**src/rtl/smb_host_regs.sv**
```systemverilog
module smb_host_regs #(
  parameter int BLK_DEPTH = 32,
  parameter int DW = 8
) (
  input  logic                         clk,
  input  logic                         rst_n,
  input  logic                         bus_wr,
  input  logic                         bus_rd,
  input  logic [2:0]                   bus_addr,
  input  logic [DW-1:0]                bus_wdata,
  output logic [DW-1:0]                bus_rdata,
  output logic                         xfer_req,
  output logic [2:0]                   xfer_proto,
  output logic                         xfer_read,
  output logic [6:0]                   xfer_slave,
  output logic [DW-1:0]                xfer_cmd,
  output logic [DW-1:0]                xfer_d0,
  output logic [DW-1:0]                xfer_d1,
  input  logic                         xfer_done,
  input  logic [DW-1:0]                xfer_rx0,
  input  logic [DW-1:0]                xfer_rx1,
  input  logic [$clog2(BLK_DEPTH)-1:0] blk_eng_idx,
  output logic [DW-1:0]                blk_eng_rdata,
  input  logic                         blk_eng_we,
  input  logic [DW-1:0]                blk_eng_wdata
);
  localparam int IW = $clog2(BLK_DEPTH);
  localparam logic [IW-1:0] LAST = IW'(BLK_DEPTH - 1);
  localparam logic [2:0] OFF_STAT = 3'd0, OFF_CTL = 3'd2, OFF_CMD = 3'd3,
                         OFF_ADR = 3'd4, OFF_D0 = 3'd5, OFF_D1 = 3'd6, OFF_BLK = 3'd7;

  logic [DW-1:0] ctl_q, cmd_q, adr_q, d0_q, d1_q;
  logic [DW-1:0] blk_mem [BLK_DEPTH];
  logic [IW-1:0] idx_q;
  logic [2:0]    pr_q;
  logic          busy_q, done_q, err_q;

  function automatic logic proto_ok(input logic [2:0] p);
    return (p <= 3'd3) || (p == 3'd5);
  endfunction

  wire wr_stat  = bus_wr && bus_addr == OFF_STAT;
  wire wr_ctl   = bus_wr && bus_addr == OFF_CTL;
  wire rd_ctl   = bus_rd && bus_addr == OFF_CTL;
  wire blk_acc  = (bus_wr || bus_rd) && bus_addr == OFF_BLK;
  wire start    = wr_ctl && bus_wdata[6] && !busy_q;
  wire go       = start && proto_ok(bus_wdata[4:2]);
  wire bad      = start && !proto_ok(bus_wdata[4:2]);
  wire finish   = busy_q && xfer_done;

  assign xfer_req      = busy_q;
  assign xfer_proto    = pr_q;
  assign xfer_read     = adr_q[0];
  assign xfer_slave    = adr_q[7:1];
  assign xfer_cmd      = cmd_q;
  assign xfer_d0       = d0_q;
  assign xfer_d1       = d1_q;
  assign blk_eng_rdata = blk_mem[blk_eng_idx];

  always_comb begin
    case (bus_addr)
      OFF_STAT: bus_rdata = {{(DW-3){1'b0}}, err_q, done_q, busy_q};
      OFF_CTL:  bus_rdata = {{(DW-5){1'b0}}, ctl_q[4:0]};
      OFF_CMD:  bus_rdata = cmd_q;
      OFF_ADR:  bus_rdata = adr_q;
      OFF_D0:   bus_rdata = d0_q;
      OFF_D1:   bus_rdata = d1_q;
      OFF_BLK:  bus_rdata = blk_mem[idx_q];
      default:  bus_rdata = '0;
    endcase
  end

  always_ff @(posedge clk) begin
    if (!rst_n) begin
      ctl_q <= '0; cmd_q <= '0; adr_q <= '0; d0_q <= '0; d1_q <= '0;
      idx_q <= '0; pr_q <= '0; busy_q <= 1'b0; done_q <= 1'b0; err_q <= 1'b0;
    end else begin
      if (wr_ctl) ctl_q <= bus_wdata;
      if (bus_wr && bus_addr == OFF_CMD) cmd_q <= bus_wdata;
      if (bus_wr && bus_addr == OFF_ADR) adr_q <= bus_wdata;
      if (bus_wr && bus_addr == OFF_D1)  d1_q  <= bus_wdata;
      if (bus_wr && bus_addr == OFF_D0)  d0_q  <= bus_wdata;

      if (wr_stat || rd_ctl)  idx_q <= '0;
      else if (blk_acc)       idx_q <= (idx_q == LAST) ? '0 : idx_q + 1'b1;

      if (wr_stat) begin
        done_q <= 1'b0;
        err_q  <= 1'b0;
      end
      if (bad) err_q <= 1'b1;
      if (go) begin
        busy_q <= 1'b1;
        pr_q   <= bus_wdata[4:2];
      end
      if (finish) begin
        busy_q <= 1'b0;
        done_q <= 1'b1;
        if (adr_q[0]) begin
          case (pr_q)
            3'd1, 3'd2, 3'd5: d0_q <= xfer_rx0;
            3'd3: begin d0_q <= xfer_rx0; d1_q <= xfer_rx1; end
            default: ;
          endcase
        end
      end
    end
  end

  always_ff @(posedge clk) begin
    if (bus_wr && bus_addr == OFF_BLK) blk_mem[idx_q] <= bus_wdata;
    else if (blk_eng_we)               blk_mem[blk_eng_idx] <= blk_eng_wdata;
  end


  req_hold_chk: assert property (@(posedge clk) disable iff (!rst_n)
    (xfer_req && !xfer_done) |=> xfer_req);

  done_flag_chk: assert property (@(posedge clk) disable iff (!rst_n)
    (xfer_req && xfer_done && !bus_wr) |=> (!xfer_req && done_q));

  bad_proto_chk: assert property (@(posedge clk) disable iff (!rst_n)
    (!xfer_req && wr_ctl && bus_wdata[6] && (bus_wdata[4:2] == 3'd4 || bus_wdata[4:2] >= 3'd6))
    |=> (!xfer_req && err_q));

  stat_clear_chk: assert property (@(posedge clk) disable iff (!rst_n)
    (wr_stat && !bus_rd && !(xfer_req && xfer_done)) |=> (!done_q && !err_q && idx_q == '0));

  idx_step_chk: assert property (@(posedge clk) disable iff (!rst_n)
    (blk_acc && !(bus_wr && bus_rd)) |=>
      (idx_q == (($past(idx_q) == LAST) ? '0 : $past(idx_q) + 1'b1)));

  ctl_rd_chk: assert property (@(posedge clk) disable iff (!rst_n)
    rd_ctl |=> idx_q == '0);
endmodule

```
**config.mk**
```make
export PLATFORM = sky130hd
export DESIGN_NAME = smb_host_regs
export DESIGN_NICKNAME = d
export VERILOG_FILES = /design/src/rtl/smb_host_regs.sv
export SDC_FILE = /design/constraint.sdc
export NUM_CORES = 1
export LEC_CHECK = 0
export ABC_AREA = 1
export BUFFER_PORTS_ARGS = -buffer_cell sky130_fd_sc_hd__buf_2
export CORE_MARGIN = 3
export CORE_UTILIZATION = 51
export CTS_BUF_LIST = sky130_fd_sc_hd__clkbuf_8
export DETAILED_ROUTE_END_ITERATION = 6
export PLACE_DENSITY = 0.74
export SYNTH_ARGS = -nofsm -noshare
export SYNTH_HDL_FRONTEND = slang
export SYNTH_SLANG_ARGS = --single-unit
```
**constraint.sdc**
```tcl
create_clock -name clk -period 3.69 [get_ports clk]
set_input_delay 0.1845 -clock clk [delete_from_list [all_inputs] [get_ports clk]]
set_output_delay 0.1845 -clock clk [all_outputs]
set_load 0.01 [all_outputs]
```
* Word level (Yosys, flattened, before mapping)
Memory sizes are Yosys's and may differ from the RTL's. A register that Yosys moved wholly into a read port is not among the register bits.
Cells that the tools add are included.
** Word-level totals
- Memories kept :: 1
- Output and inout bits :: 52
- Input bits :: 46
- Flip-flop bits (word level) :: 48
- Word-level logic and storage cells :: 75
- Memory bits (writable) :: 256
** Cells by class
- Bitwise operators :: 1
- Equality and inequality tests :: 12
- Muxes and demuxes :: 23
- Add/sub/neg operators :: 1
- Magnitude comparators :: 1
- Reduce and logical (&&, ||, !) cells :: 26
** Memories
- blk_mem :: depth 32, width 8, rd ports 2, clocked after memory_dff 1, write ports 1, line 33 : logic [DW-1:0] blk_mem [BLK_DEPTH];
** Operators with widths (count)
- two-way mux 8 bit :: 9
- one-hot mux 8 bit (7 select lines) :: 1
- two-way mux 5 bit :: 4
- equality test 3 bit, second input constant :: 6
- logical AND 1 bit :: 14
- equality test 3 x 2 -> 1 bit, second input constant :: 4
- two-way mux 1 bit :: 9
- OR reduction 8 bit :: 1
- adder 5 x 1 -> 5 bit, second input constant :: 1
- equality test 5 bit, second input constant :: 1
- nonzero test 2 bit :: 2
- OR reduction 2 bit :: 2
- OR reduction 4 bit :: 1
- equality test 3 x 1 -> 1 bit, second input constant :: 1
- less-or-equal comparator 3 x 2 -> 1 bit, second input constant :: 1
- logical NOT 3 bit :: 1
- logical OR 1 bit :: 3
- logical NOT 1 bit :: 2
- NOT 1 bit :: 1

* Longest topological paths before layout
- Depth after elaboration :: 6
- Gate-level depth with buffers :: 11
- Depth with buffers taken out :: 9

* Worst setup path after synthesis
Ideal clock, no wire load.
- Kind :: input port to flip-flop
- Start point :: input bus_addr[1]
- End point :: memory blk_mem[0][5], data pin
- Setup time :: 0.377 ns
- Setup slack :: 1.285 ns
- Path buffers :: 2
- Data required time :: 3.313 ns
- Stages on the path :: 8
- Arrival time :: 2.028 ns
- Cell sequence :: inv_2 > nor3_4 > nand2_4 > nand2_4 > buf_4 > buf_2 > nor2_1 > a21oi_1
** Between the ends
- Cells in the longest elaborated chain, start to end :: 6
** RTL lines
- start: declaration :: line 9 : input logic [2:0] bus_addr,
- equality test 3 bit :: line 111 : if (bus_wr && bus_addr == OFF_BLK) blk_mem[idx_q] <= bus_wdata;
- logical AND 1 bit :: line 111
- two-way mux 1 bit :: line 111
- two-way mux 1 bit (not written as such) :: line 112 : else if (blk_eng_we) blk_mem[blk_eng_idx] <= blk_eng_wdata;
- OR reduction 8 bit (no source line)
- two-way mux 8 bit (no source line)
- end: declaration :: line 33
Every way passes these cells.

==> results by group <==
Route
  • DR vias: approximately 14,000
  • DRT antenna net count: 0
  • Post-DR wirelength/cell: roughly 21 um
  • Iter 0 DRT Violations: 2,463
  • Drt pass-1 iters: 7
  • DRC errors left: 7
  • Drt total wl: a little over 50,000 um
  • Vias per std cell: 6.013

Cells and area
  • Ratio of cells with drive above 1 in the final layout: approximately 12%
  • Fill count: 2,553
  • Final net count: 2,013
  • Final core utilization: approximately 60%
  • Area delta synth->final: 14.50%

Clock tree
  • Clk sink count: a little over 300
  • Clock H-tree levels: 2
  • CTS Buffer Depth: 3
  • CTS root buffer: clkbuf_8
  • Reg clk slew, reported paths: 60 ps
  • Setup Buffers After CTS: 0
  • TritonCTS Buffers: 51
  • Worst-Skew Late Latency: between 500 and 600 ps
  • CTS tree: done

GRT
  • Total gr overflow: 0
  • Antenna violations before repair: 4
  • GR Util All Layers: between 30% and 40%
  • Global-route wire length before repair: ~78,000 um
  • Largest net degree at the start of global routing: around 130
  • Vias in the first global route: roughly 13,000

Die
  • Num rows: 63
  • Die extent in x: approximately 180 um
  • I/O pins: just under 100
  • Die area: about 0.033 mm2
  • Core ar.: 0.02980 mm2
  • Initial Util: a little over half
  • Die Y: between 150 and 200 um

Worst setup path
  • RR Endpoint: blk_mem[22][3]$_DFFE_PP_
  • Worst reg2reg path depth: 6
  • Startpoint types: flip-flop
  • WP data arrival: ~2800 ps
  • Worst path cell trace: buf_4 -> nand3_1 -> nand2_1 -> nand2_1 -> nand3_1 -> nand3_1 -> nand3_1 -> nand2_1 -> buf_2
  • Worst r2r src: idx_q[1]$_SDFFE_PP0P_
  • Worst path buffer plus inverter count: 2
  • Crit-path slowest cell: buf_4
  • Most frequent CP cell: nand3_1
  • Worst path max stage delay: roughly 650 ps
  • R2r setup slk: about 1500 ps
  • Type of the worst setup path: reg2out
  • Crit path max fanout: 64
  • CP delay by family, top: simple AND/OR/NAND/NOR gates
  • Critical Path End Type: primary output
  • Worst Path Required: 3510 ps

Run
  • Maximum capacitance violations: 0

Timing
  • FMAX: between 0.3 and 0.4 GHz
  • Hold_ws: between 40 and 50 ps
  • RSZ-0062 raised after global routing: false
  • Max Clock Skew: 16.75 ps
  • Relative slew slack: a little under a fifth
  • Hold Vio Cnt, Final: 0
  • Final slew viol count: 0
  • Final setup vio count: 0
  • Min cycle time layout: between 3000 and 4000 ps
  • Slew @ Worst Pin: 1218 ps
  • Final TNS setup: 0 ps
  • Fin crit share: between 80% and 90%

Logic synthesis
  • Sequential-to-total area share from yosys stat: ~56%
  • Yosys reg bits: slightly above 300
  • Async SR Flop Fraction: 0%
  • Per-instance average area after synthesis: between 8 and 9 um2
  • Number of distinct library cells after synthesis: 37
  • Post-synth top area cell: edfxtp_1
  • Ys flop type: edfxtp_1
  • Commonest cells post-synth: nand2_1, nand3_1, edfxtp_1
  • Post-Syn Nets: just under 2,000
  • Cells after Synth: 1,882
  • Post-synth EDFFs: ~260
  • Netlist Area Pre-Place: roughly 0.016 mm2
  • Synth Warn #: 0
  • Share of the synthesized area in the top cell type: 49.47%
  • Synth area leaders: edfxtp_1, nand2_1, nand3_1, dfxtp_1, a21oi_1
  • Count leader, synth: nand2_1

Outcome
  • Failing checks: design-rule violations
  • Outcome: finished, violations left

Placed design
  • GP Congestion: 1.007
  • DP Wirelength: 32,400 um
  • Port bufs: 97

Power
  • Leak: approximately 7.3 nW
  • PwrDens: 463.3 mW/mm2
  • Total power: roughly 8.2 mW
  • Worst vdd ir: slightly below 400 uV

Min path
  • Origin of the worst min-delay path: bus_wdata[2]
  • Worst Hold Path Cells: 3
  • Hold endpoint: adr_q[2]$_SDFFE_PN0P_
  • Worst min path class: in2reg
## layer usage
layer	GRT usage (%)	share of wire (%)
met1	43.97	39
met2	47.49	45
met3	5.713	13
met4	10.16	3.6
met5	0	0.022
## metrics by stage
stage / cell area, um2 / setup slack [ps] / cells
2_1_floorplan: 15540 / 1285 / 1882
3_3_place_gp: 16310 / 794.0 / 2273
3_5_place_dp: 16310 / 695.3 / 2273
4_1_cts: 17790 / 739.0 / 2396
5_1_grt: 17790 / 593.9 / 2398
6_report: 17790 / 686.7 / 2398
## cell type report
class | count | area (um2) | area share (%)
diodes | 2 | 5.005 | 0.02813
clock buffers | 58 | 798.3 | 4.486
clock inverters | 36 | 385.4 | 2.166
inverters | 69 | 264.0 | 1.484
multi-input cells | 1382 | 6088 | 34.22
flip-flops and latches | 309 | 8753 | 49.19
well taps | 390 | 488.0 | 2.742
repair buffers | 152 | 1011 | 5.682
## state kept, by name, summed over array words and instances (netlist names), 3 cells and up, named ones only
name,flops
xfer_proto,3
adr_q,8
xfer_d1,8
ctl_q,5
xfer_cmd,8
xfer_d0,8
idx_q,5
blk_mem,256
## kinds of logic (layout without fill, tap and decap cells)
| kind of cell | after synthesis | count (layout) | share of synthesized area, % |
|---|---|---|---|
| AO/OA/AOI/OAI | 182 | 182 | 6.522 |
| adder cells (fa/ha/maj) | 2 | 2 | 0.1610 |
| buffers and inverters | 191 | 315 | 4.718 |
| flip-flops | 309 | 309 | 56.30 |
| other | 0 | 2 | 0 |
| AND/OR/NAND/NOR | 1198 | 1198 | 32.30 |
## where the power goes
| part | total (mW) | internal [mW] | switching, mW |
|---|---|---|---|
| registers | 3.89 | 3.86 | 0.0277 |
| logic | 0.896 | 0.236 | 0.660 |
| clock network | 3.46 | 2.07 | 1.39 |
## cells in the final DEF, fill, tap and decap left out, types with 3 or more instances in the layout
cell,netlist,final
a211oi_1,4,4
a21oi_1,83,75
a21oi_2,0,8
a221oi_1,3,3
a31oi_1,5,5
buf_12,0,3
buf_2,4,96
buf_4,1,24
bufinv_16,0,9
clkbuf_8,0,58
clkinv_1,2,12
clkinv_2,0,11
dfxtp_1,53,51
dlygate4sd3_1,0,29
edfxtp_1,256,256
inv_1,62,65
inv_2,5,6
nand2_1,737,737
nand3_1,356,356
nand3_2,4,4
nand4_1,3,3
nor2_1,85,85
nor3_1,6,6
o211ai_1,5,5
o21ai_0,54,54
o21ai_1,5,5
o21ai_2,3,3
o21bai_1,3,3
o22ai_1,4,4
o31ai_1,8,8
## timing repair
item                                   4_1_cts  5_1_grt
hold buffers                                29        0
endpoints found under the hold margin       30        0
gates resized for setup                      0        0
## worst max-delay path by stage
stage / from / end / slack (ps) / cells past startpoint
6_report: flip-flop / bus_rdata[1] / 690 / 9
5_1_grt: flip-flop / bus_rdata[1] / 590 / 9
3_3_place_gp: bus_addr[1] / blk_mem[11][6]$_DFFE_PP_ / 790 / 9
3_5_place_dp: bus_addr[1] / blk_mem[11][3]$_DFFE_PP_ / 700 / 9
4_1_cts: flip-flop / bus_rdata[1] / 740 / 9
2_1_floorplan: bus_addr[1] / blk_mem[0][5]$_DFFE_PP_ / 1290 / 8
## tightest hold or removal path, delay by kind of cell
kind	cells	cell delay [ps]
buffers and inverters	1	160
AO/OA/AOI/OAI	2	220
Power figures use the tool's default switching activity.
